## config.mk

```make
export PLATFORM = sky130hd
export DESIGN_NAME = irq_prioritizer
export DESIGN_NICKNAME = d
export VERILOG_FILES = /design/src/rtl/irq_prio_pkg.sv /design/src/rtl/irq_level_pick.sv /design/src/rtl/irq_src_store.sv /design/src/rtl/irq_cpu_lane.sv /design/src/rtl/irq_prioritizer.sv
export SDC_FILE = /design/constraint.sdc
export NUM_CORES = 1
export LEC_CHECK = 0
export BUFFER_PORTS_ARGS = -buffer_cell sky130_fd_sc_hd__buf_2
export CORE_ASPECT_RATIO = 1.5
export CORE_UTILIZATION = 58
export DETAILED_ROUTE_END_ITERATION = 16
export PLACE_DENSITY = 0.79
export RECOVER_POWER = 50
export SYNTH_ARGS = -nofsm -noshare
export SYNTH_HDL_FRONTEND = slang
export SYNTH_SLANG_ARGS = --single-unit
```

## constraint.sdc

```tcl
create_clock -name clk -period 2.5 [get_ports clk]
set_input_delay 0.5 -clock clk [delete_from_list [all_inputs] [get_ports clk]]
set_output_delay 0.5 -clock clk [all_outputs]
set_load 0.03 [all_outputs]
```

## src/rtl/irq_prio_pkg.sv

```systemverilog
package irq_prio_pkg;
    localparam int SRC_N = 16;
    localparam int ID_W  = 4;

    typedef enum logic [1:0] {
        TGT_PEND  = 2'd0,
        TGT_LEVEL = 2'd1,
        TGT_MASK  = 2'd2,
        TGT_FORCE = 2'd3
    } wr_tgt_e;

    // highest set index among 1..SRC_N-1, 0 when empty
    function automatic logic [ID_W-1:0] top_index(input logic [SRC_N-1:0] v);
        logic [ID_W-1:0] r;
        r = '0;
        for (int i = 1; i < SRC_N; i++) begin
            if (v[i]) r = ID_W'(i);
        end
        return r;
    endfunction
endpackage

```

## src/rtl/irq_level_pick.sv

```systemverilog
module irq_level_pick
    import irq_prio_pkg::*;
(
    input  logic [SRC_N-1:0] cand,
    input  logic [SRC_N-1:0] level_q,
    output logic [ID_W-1:0]  pick_id
);
    logic [SRC_N-1:0] hi_set;
    logic [SRC_N-1:0] lo_set;

    always_comb begin
        hi_set = cand & level_q;
        lo_set = cand & ~level_q;
        pick_id = (|hi_set) ? top_index(hi_set) : top_index(lo_set);
    end
endmodule

```

## src/rtl/irq_src_store.sv

```systemverilog
module irq_src_store
    import irq_prio_pkg::*;
(
    input  logic             clk,
    input  logic             rst_n,
    input  logic [SRC_N-1:0] irq_lines,
    input  logic             wr_en,
    input  wr_tgt_e          wr_tgt,
    input  logic             wr_clr,
    input  logic [SRC_N-1:0] wr_data,
    input  logic [SRC_N-1:0] ack_clr,
    output logic [SRC_N-1:0] pend_q,
    output logic [SRC_N-1:0] level_q
);
    localparam logic [SRC_N-1:0] LIVE = ~SRC_N'(1);

    logic [SRC_N-1:0] pend_set, pend_clr, lvl_set, lvl_clr;

    always_comb begin
        pend_set = '0;
        pend_clr = '0;
        lvl_set  = '0;
        lvl_clr  = '0;
        if (wr_en) begin
            unique case (wr_tgt)
                TGT_PEND:  if (wr_clr) pend_clr = wr_data; else pend_set = wr_data;
                TGT_LEVEL: if (wr_clr) lvl_clr = wr_data; else lvl_set = wr_data;
                default: ;
            endcase
        end
    end

    always_ff @(posedge clk or negedge rst_n) begin
        if (!rst_n) begin
            pend_q  <= '0;
            level_q <= '0;
        end else begin
            pend_q  <= ((pend_q & ~pend_clr & ~ack_clr) | pend_set | irq_lines) & LIVE;
            level_q <= ((level_q & ~lvl_clr) | lvl_set) & LIVE;
        end
    end
endmodule

```

## src/rtl/irq_cpu_lane.sv

```systemverilog
module irq_cpu_lane
    import irq_prio_pkg::*;
#(
    parameter int CPU_W  = 1,
    parameter int CPU_ID = 0
) (
    input  logic             clk,
    input  logic             rst_n,
    input  logic [SRC_N-1:0] pend_q,
    input  logic [SRC_N-1:0] level_q,
    input  logic             wr_en,
    input  wr_tgt_e          wr_tgt,
    input  logic             wr_clr,
    input  logic [CPU_W-1:0] wr_cpu,
    input  logic [SRC_N-1:0] wr_data,
    input  logic             ack_valid,
    input  logic [ID_W-1:0]  ack_id,
    output logic [SRC_N-1:0] pend_ack_clr,
    output logic [SRC_N-1:0] mask_q,
    output logic [SRC_N-1:0] force_q,
    output logic [ID_W-1:0]  req_q
);
    localparam logic [SRC_N-1:0] LIVE = ~SRC_N'(1);
    localparam logic [CPU_W-1:0] MY_ID = CPU_W'(CPU_ID);

    logic             sel;
    logic [SRC_N-1:0] ack_hit, force_ack;
    logic [SRC_N-1:0] msk_set, msk_clr, frc_set, frc_clr;
    logic [SRC_N-1:0] cand;
    logic [ID_W-1:0]  pick_id;

    always_comb begin
        sel     = wr_en && (wr_cpu == MY_ID);
        ack_hit = '0;
        if (ack_valid && ack_id != '0) ack_hit[ack_id] = 1'b1;
        force_ack    = ack_hit & force_q;
        pend_ack_clr = ack_hit & ~force_q;
        msk_set = '0;
        msk_clr = '0;
        frc_set = '0;
        frc_clr = '0;
        if (sel) begin
            unique case (wr_tgt)
                TGT_MASK:  if (wr_clr) msk_clr = wr_data; else msk_set = wr_data;
                TGT_FORCE: if (wr_clr) frc_clr = wr_data; else frc_set = wr_data;
                default: ;
            endcase
        end
        cand = (pend_q | force_q) & mask_q;
    end

    irq_level_pick u_pick (
        .cand    (cand),
        .level_q (level_q),
        .pick_id (pick_id)
    );

    always_ff @(posedge clk or negedge rst_n) begin
        if (!rst_n) begin
            mask_q  <= '0;
            force_q <= '0;
            req_q   <= '0;
        end else begin
            mask_q  <= ((mask_q & ~msk_clr) | msk_set) & LIVE;
            force_q <= ((force_q & ~frc_clr & ~force_ack) | frc_set) & LIVE;
            req_q   <= pick_id;
        end
    end
endmodule

```

## src/rtl/irq_prioritizer.sv

```systemverilog
module irq_prioritizer
    import irq_prio_pkg::*;
#(
    parameter int N_CPU = 2,
    parameter int CPU_W = (N_CPU > 1) ? $clog2(N_CPU) : 1
) (
    input  logic                    clk,
    input  logic                    rst_n,
    input  logic [SRC_N-1:0]        irq_lines,
    input  logic                    wr_en,
    input  logic [1:0]              wr_reg,
    input  logic                    wr_clr,
    input  logic [CPU_W-1:0]        wr_cpu,
    input  logic [SRC_N-1:0]        wr_data,
    input  logic [N_CPU-1:0]        ack_valid,
    input  logic [N_CPU*ID_W-1:0]   ack_id,
    output logic [N_CPU*ID_W-1:0]   req_id
);
    wr_tgt_e                  wr_tgt;
    logic [SRC_N-1:0]         pend_q, level_q, ack_clr_all;
    logic [N_CPU*SRC_N-1:0]   lane_ack_clr, mask_all, force_all;

    assign wr_tgt = wr_tgt_e'(wr_reg);

    always_comb begin
        ack_clr_all = '0;
        for (int p = 0; p < N_CPU; p++) begin
            ack_clr_all = ack_clr_all | lane_ack_clr[p*SRC_N +: SRC_N];
        end
    end

    irq_src_store u_store (
        .clk       (clk),
        .rst_n     (rst_n),
        .irq_lines (irq_lines),
        .wr_en     (wr_en),
        .wr_tgt    (wr_tgt),
        .wr_clr    (wr_clr),
        .wr_data   (wr_data),
        .ack_clr   (ack_clr_all),
        .pend_q    (pend_q),
        .level_q   (level_q)
    );

    for (genvar p = 0; p < N_CPU; p++) begin : g_lane
        irq_cpu_lane #(.CPU_W(CPU_W), .CPU_ID(p)) u_lane (
            .clk          (clk),
            .rst_n        (rst_n),
            .pend_q       (pend_q),
            .level_q      (level_q),
            .wr_en        (wr_en),
            .wr_tgt       (wr_tgt),
            .wr_clr       (wr_clr),
            .wr_cpu       (wr_cpu),
            .wr_data      (wr_data),
            .ack_valid    (ack_valid[p]),
            .ack_id       (ack_id[p*ID_W +: ID_W]),
            .pend_ack_clr (lane_ack_clr[p*SRC_N +: SRC_N]),
            .mask_q       (mask_all[p*SRC_N +: SRC_N]),
            .force_q      (force_all[p*SRC_N +: SRC_N]),
            .req_q        (req_id[p*ID_W +: ID_W])
        );
    end
endmodule

```

======== Word-level counts from Yosys, hierarchy flattened ========
Cells that the tools add are included.
storage, ports and cells
  register bits ........................... 98
  input bits .............................. 49
  output and inout bits ................... 8
  logic and storage cells ................. 158
operators by class
  order comparisons ....................... 4
  eq/ne operators ......................... 3
  mux-type cells .......................... 90
  bitwise gates (word level) .............. 42
  reductions and logical operators ........ 11
operators with widths
  cell                                                        count
  two-way mux 16 bit                                          24
  bitwise AND 16 bit                                          19
  two-way mux 4 bit                                           58
  inverter 16 bit                                             12
  bitwise OR 16 bit                                           10
  OR reduction 16 bit                                         2
  less-than comparator 4 x 5 -> 1 bit, second input constant  2
  demux 1 bit (select 4 bit)                                  2
  >= comparator 4 x 1 -> 1 bit, second input constant         2
  nonzero test 4 bit                                          2
  logical AND 1 bit                                           6
  two-way mux 1 bit                                           6
  == test 2 bit, second input constant                        2
  == test 2 x 1 -> 1 bit, second input constant               1
  zero test 2 bit                                             1
  inverter 1 bit                                              1

======== Depth between registers and ports, before layout ========
  depth in word-level cells ............... 19
  mapped depth ............................ 7
  depth with buffers taken out ............ 6

======== Modules after synthesis ========
A second synthesis with hierarchy kept.
unflattened totals
  cell total of the unflattened synthesis .. 636
  area, all modules ....................... 5993.2 µm²
by module, submodules not included
  module                           instances  cells an instance  area each (µm²)  seq. area each (µm²)
  irq_cpu_lane (g_lane[0].u_lane)  1          166                1706.6           850.8
  irq_cpu_lane (g_lane[1].u_lane)  1          166                1664.1           850.8
  irq_src_store                    1          132                1431.4           750.7
  irq_level_pick                   2          78                 545.5            0.0
  irq_prioritizer                  1          16                 100.1            0.0

======== Worst setup path before layout ========
No wires, ideal clock.
  path type ............................... register to register
  start ................................... reg u_store.pend_q[13]
  end ..................................... reg g_lane[0].u_lane.req_q[3]
  setup time .............................. 0.124 ns
  data arrival time ....................... 1.553 ns
  required time ........................... 2.376 ns
  slack ................................... 0.823 ns
  stages on the path, launching flop included .. 7
  path buffers ............................ 0
  clock period less this slack ............ 1.677 ns
  path through ............................ dfrtp_1 -> o211ai_2 -> nand4_2 -> nor4_2 -> and3b_1 -> nand3_1 -> o31a_1
on the way
  longest elaborated chain between the ends .. 7
  elaborated cells between the ends (all ways) .. 12
  those cells by class .................... 7 x mux; 4 x bitwise; 1 x reduce/logical
RTL lines
  what                                   line                                        RTL
  start: declaration                     irq_src_store.sv:12                         output logic [SRC_N-1:0] pend_q,
  start signal: assignment               irq_src_store.sv:38                         pend_q <= ((pend_q & ~pend_clr & ~ack_clr) | pend_set | irq_lines) & LIVE;
  bitwise OR 16 bit (*)                  irq_cpu_lane.sv:49                          cand = (pend_q | force_q) & mask_q;
  bitwise AND 16 bit (*)                 irq_cpu_lane.sv:49
  bitwise AND 16 bit (on tied branches)  irq_level_pick.sv:13, irq_level_pick.sv:12
  two-way mux 4 bit (3 in a row)         irq_prio_pkg.sv:17                          if (v[i]) r = ID_W'(i);
  two-way mux 4 bit (*)                  irq_level_pick.sv:14                        pick_id = (|hi_set) ? top_index(hi_set) : top_index(lo_set);
  named net g_lane[0].u_lane.pick_id[3]  irq_cpu_lane.sv:30                          logic [ID_W-1:0] pick_id;
  end signal: assignment                 irq_cpu_lane.sv:66                          req_q <= pick_id;
  end: declaration                       irq_cpu_lane.sv:21                          output logic [ID_W-1:0] req_q
Mark *: on every way through the listed nets, which the timed path passes. The rest lies on a longest branch.

======== Final worst setup path ========
  start ................................... reg u_store.pend_q[7]
  end ..................................... reg g_lane[1].u_lane.req_q[3]
on the way
  longest elaborated chain between the ends .. 13
  elaborated cells between the ends (all ways) .. 24
  those cells by class .................... 19 x mux; 4 x bitwise; 1 x reduce/logical
RTL lines
  what                                   line
  bitwise OR 16 bit (*)                  irq_cpu_lane.sv:49
  bitwise AND 16 bit (*)                 irq_cpu_lane.sv:49
  bitwise AND 16 bit (on tied branches)  irq_level_pick.sv:13, irq_level_pick.sv:12
  two-way mux 4 bit (9 in a row)         irq_prio_pkg.sv:17
  two-way mux 4 bit (*)                  irq_level_pick.sv:14
  named net g_lane[1].u_lane.pick_id[3]  irq_cpu_lane.sv:30
  end signal: assignment                 irq_cpu_lane.sv:66
  end: declaration                       irq_cpu_lane.sv:21
Marked as above.

==> out/qor.txt <==
outcome: finished, final reports clean
HP Start: irq_lines[4]
WHS Endpoint: u_store.pend_q[4]$_DFF_PN0_
Worst R2R Setup Slack: 450 ps
nets: 736
Min-Delay Path Depth: 3
Syn Area/Cell: 8.33 sq um
Adder-Cell Fraction of Synth Area: 0
Reg2Reg Depth: 6
global route overflow: 0
first-pass GRT wire length: 25.7 mm
Achievable Freq: 488 MHz
Post-Synthesis Cells: 647
DR vias: 5384
worst-path fanout max: 5
vias in the first global route: 5149
Vias/cell: 6.71
H-tree levels: 3
Worst Path Arrival: 2270 ps
TNS Setup: 0 ps
Post-CTS Resized: 0
Sink Count: 98
hpwl dp: 11.5 mm
PortBufs: 54
Min Clock Period, post-route: 2050 ps
RR Startpoint: u_store.pend_q[7]$_DFF_PN0_
I/O pin cnt: 57
placer's final routability congestion estimate: 0.930
Syn Nets: 696
ys async rst share: 1.00
worst setup margin: 450 ps
post-synthesis compound-gate area fraction: 0.302
Row Count: 42
Synth top area share: 0.455
largest net degree at the start of global routing: 56
dominant cells by area after synthesis: dfrtp_1 45%, o21ai_0 8.7%, nand2_1 8.7%
met2 wire length: 7.99 mm
Slew HR: 0.0889
Pwr Density: 839 nW/um^2
Post-synth EDFFs: 0
Starting Density: 0.604
worst skew pair latency: 340 ps
period utilisation layout: 0.820
met3 wire length: 1.15 mm
aggregate global-route resource usage: 0.357
worst reg2reg endpoint: g_lane[1].u_lane.req_q[3]$_DFF_PN0_
Peak VDD IR: 0.516 mV
share of cells above drive strength 1: 0.162
storage element area: 2450 sq um
dpl ws: 500 ps
Synth Area in XOR/XNOR: 0
distinct cell type count after synthesis: 35
synthesized cell area: 5390 sq um
kind of critical path: register to register
mux contribution to synthesized area: 0
required time worst endpoint: 2720 ps
combinational family with the most area after synthesis: compound AO/OA/AOI/OAI gates
commonest cells after routing, fill and taps aside: 125 x nand2_1, 98 x dfrtp_1, 94 x o21ai_0
Max Slew Vio Count: 0
DRT Wirelength: 16.0 mm
CTS clk-pin slew, worst paths: 60 ps
leakage: 2.47 nW
M1 wire length: 5.94 mm
DR pass1 iterations: 7
die span in y: 120 um
Worst-Margin Slew: 1370 ps
RSZ-0062 raised after global routing: false
number of max-cap violations: 0
die width: 80.7 um
leading cell type in the layout, fill and taps excluded: nand2_1
number of fill cells in the layout: 750
hold crit path type: input pin to register
CTS tree: done
CP Capture Type: register
antenna viol nets, final: 0
hold buffers post-CTS: 0
Clock Skews: 5.80 ps
post-DR wirelength/cell: 20.0 um
ANT cells: 0
Core Region: 8930 sq um
Highest Signal Layer: met4
leading area contributor after synthesis: dfrtp_1
Synth Register Bits: 98
Num CTS Buffers: 9
Synth Area in Simple Gates: 0.214
yosys warns: 0
Longest Clk Path Bufs: 2
final setup vio count: 0
drc violations: 0
Primary FF master, synth: dfrtp_1
Pwr Total: 0.00509 W
DRT iter0 DRCs: 575
final hold vios: 0
Layout area overhead: 12.4%
# Post-CTS Setup Buffers: 0
Root Driver: clkbuf_16
multi-input combinational cell area: 2800 sq um
antenna violations before repair: 0
final core occ: 0.679
CP startpoint kind: register
die footprint: 9700 sq um
register area share after synthesis: 0.455
report_power, final:
group / internal, W / switching (W)
Combinational: 0.000531 / 0.000884
Clock: 0.000856 / 0.000594
Sequential: 0.00189 / 0.000330
state kept, by name (all words and copies together), names as in the netlist:
signal	count
g_lane.u_lane.force_q	30
g_lane.u_lane.mask_q	30
u_store.level_q	15
u_store.pend_q	15
g_lane.u_lane.req_q	8
metrics by stage:
stage / hold slack (ps) / area, sq um / instances
4_1_cts: 67.2 / 6090 / 802
5_1_grt: 351 / 6060 / 802
3_5_place_dp: 433 / 5770 / 786
2_1_floorplan: 204 / 5390 / 647
3_3_place_gp: 429 / 5770 / 786
6_report: 357 / 6060 / 802
routing by layer:
metal | track usage | up-vias
li1 | - | 2476
met3 | 0.0700 | 75
met2 | 0.585 | 273
met4 | 0.209 | 0
met1 | 0.428 | 2560
met5 | 0 | -
kinds of logic after synthesis:
family / Yosys count
flip-flops: 98
AND/OR/NAND/NOR: 247
buffers and inverters: 40
AO/OA/AOI/OAI: 262
critical path, cell delays in order, from the launching register on:
cell	delay (ps)
dfrtp_1	420
o211ai_1	340
nand4_1	260
nor4_2	420
and3b_1	260
nand3_1	90
o31a_1	130
Yosys cell counts (3+ instances only):
cell and instances:
nand2b_1 6, o22ai_1 17, o211ai_2 18, nand4_1 4, or2_2 6, a31oi_1 34, nor3_1 8, nor3b_1 3
nand3_1 47, a311oi_1 6, o21ai_0 94, inv_1 5, nor2b_1 8, o211ai_1 18, nor2_1 26, clkbuf_1 33
a21oi_1 49, dfrtp_1 98, nand2_1 125, o21ai_1 14
cell type report:
class	count	area share
clock inverters	4	0.00805
well taps	110	0.0227
clock buffers	12	0.0440
multi-input cells	509	0.462
flip-flops and latches	98	0.404
repair buffers	64	0.0555
inverters	5	0.00310
worst max path at each step:
stage,startpoint,slack (ps),end,cells past startpoint
CTS,u_store.pend_q[6]$_DFF_PN0_,490,g_lane[0].u_lane.req_q[3]$_DFF_PN0_,6
detailed placement,u_store.pend_q[6]$_DFF_PN0_,500,g_lane[0].u_lane.req_q[3]$_DFF_PN0_,6
global placement,u_store.pend_q[6]$_DFF_PN0_,570,g_lane[0].u_lane.req_q[3]$_DFF_PN0_,6
global route,rst_n,140,u_store.pend_q[7]$_DFF_PN0_,2
floorplan,u_store.pend_q[13]$_DFF_PN0_,820,g_lane[0].u_lane.req_q[3]$_DFF_PN0_,6
finish,u_store.pend_q[7]$_DFF_PN0_,450,g_lane[1].u_lane.req_q[3]$_DFF_PN0_,6
No activity file was read; power rests on OpenSTA's default activity.
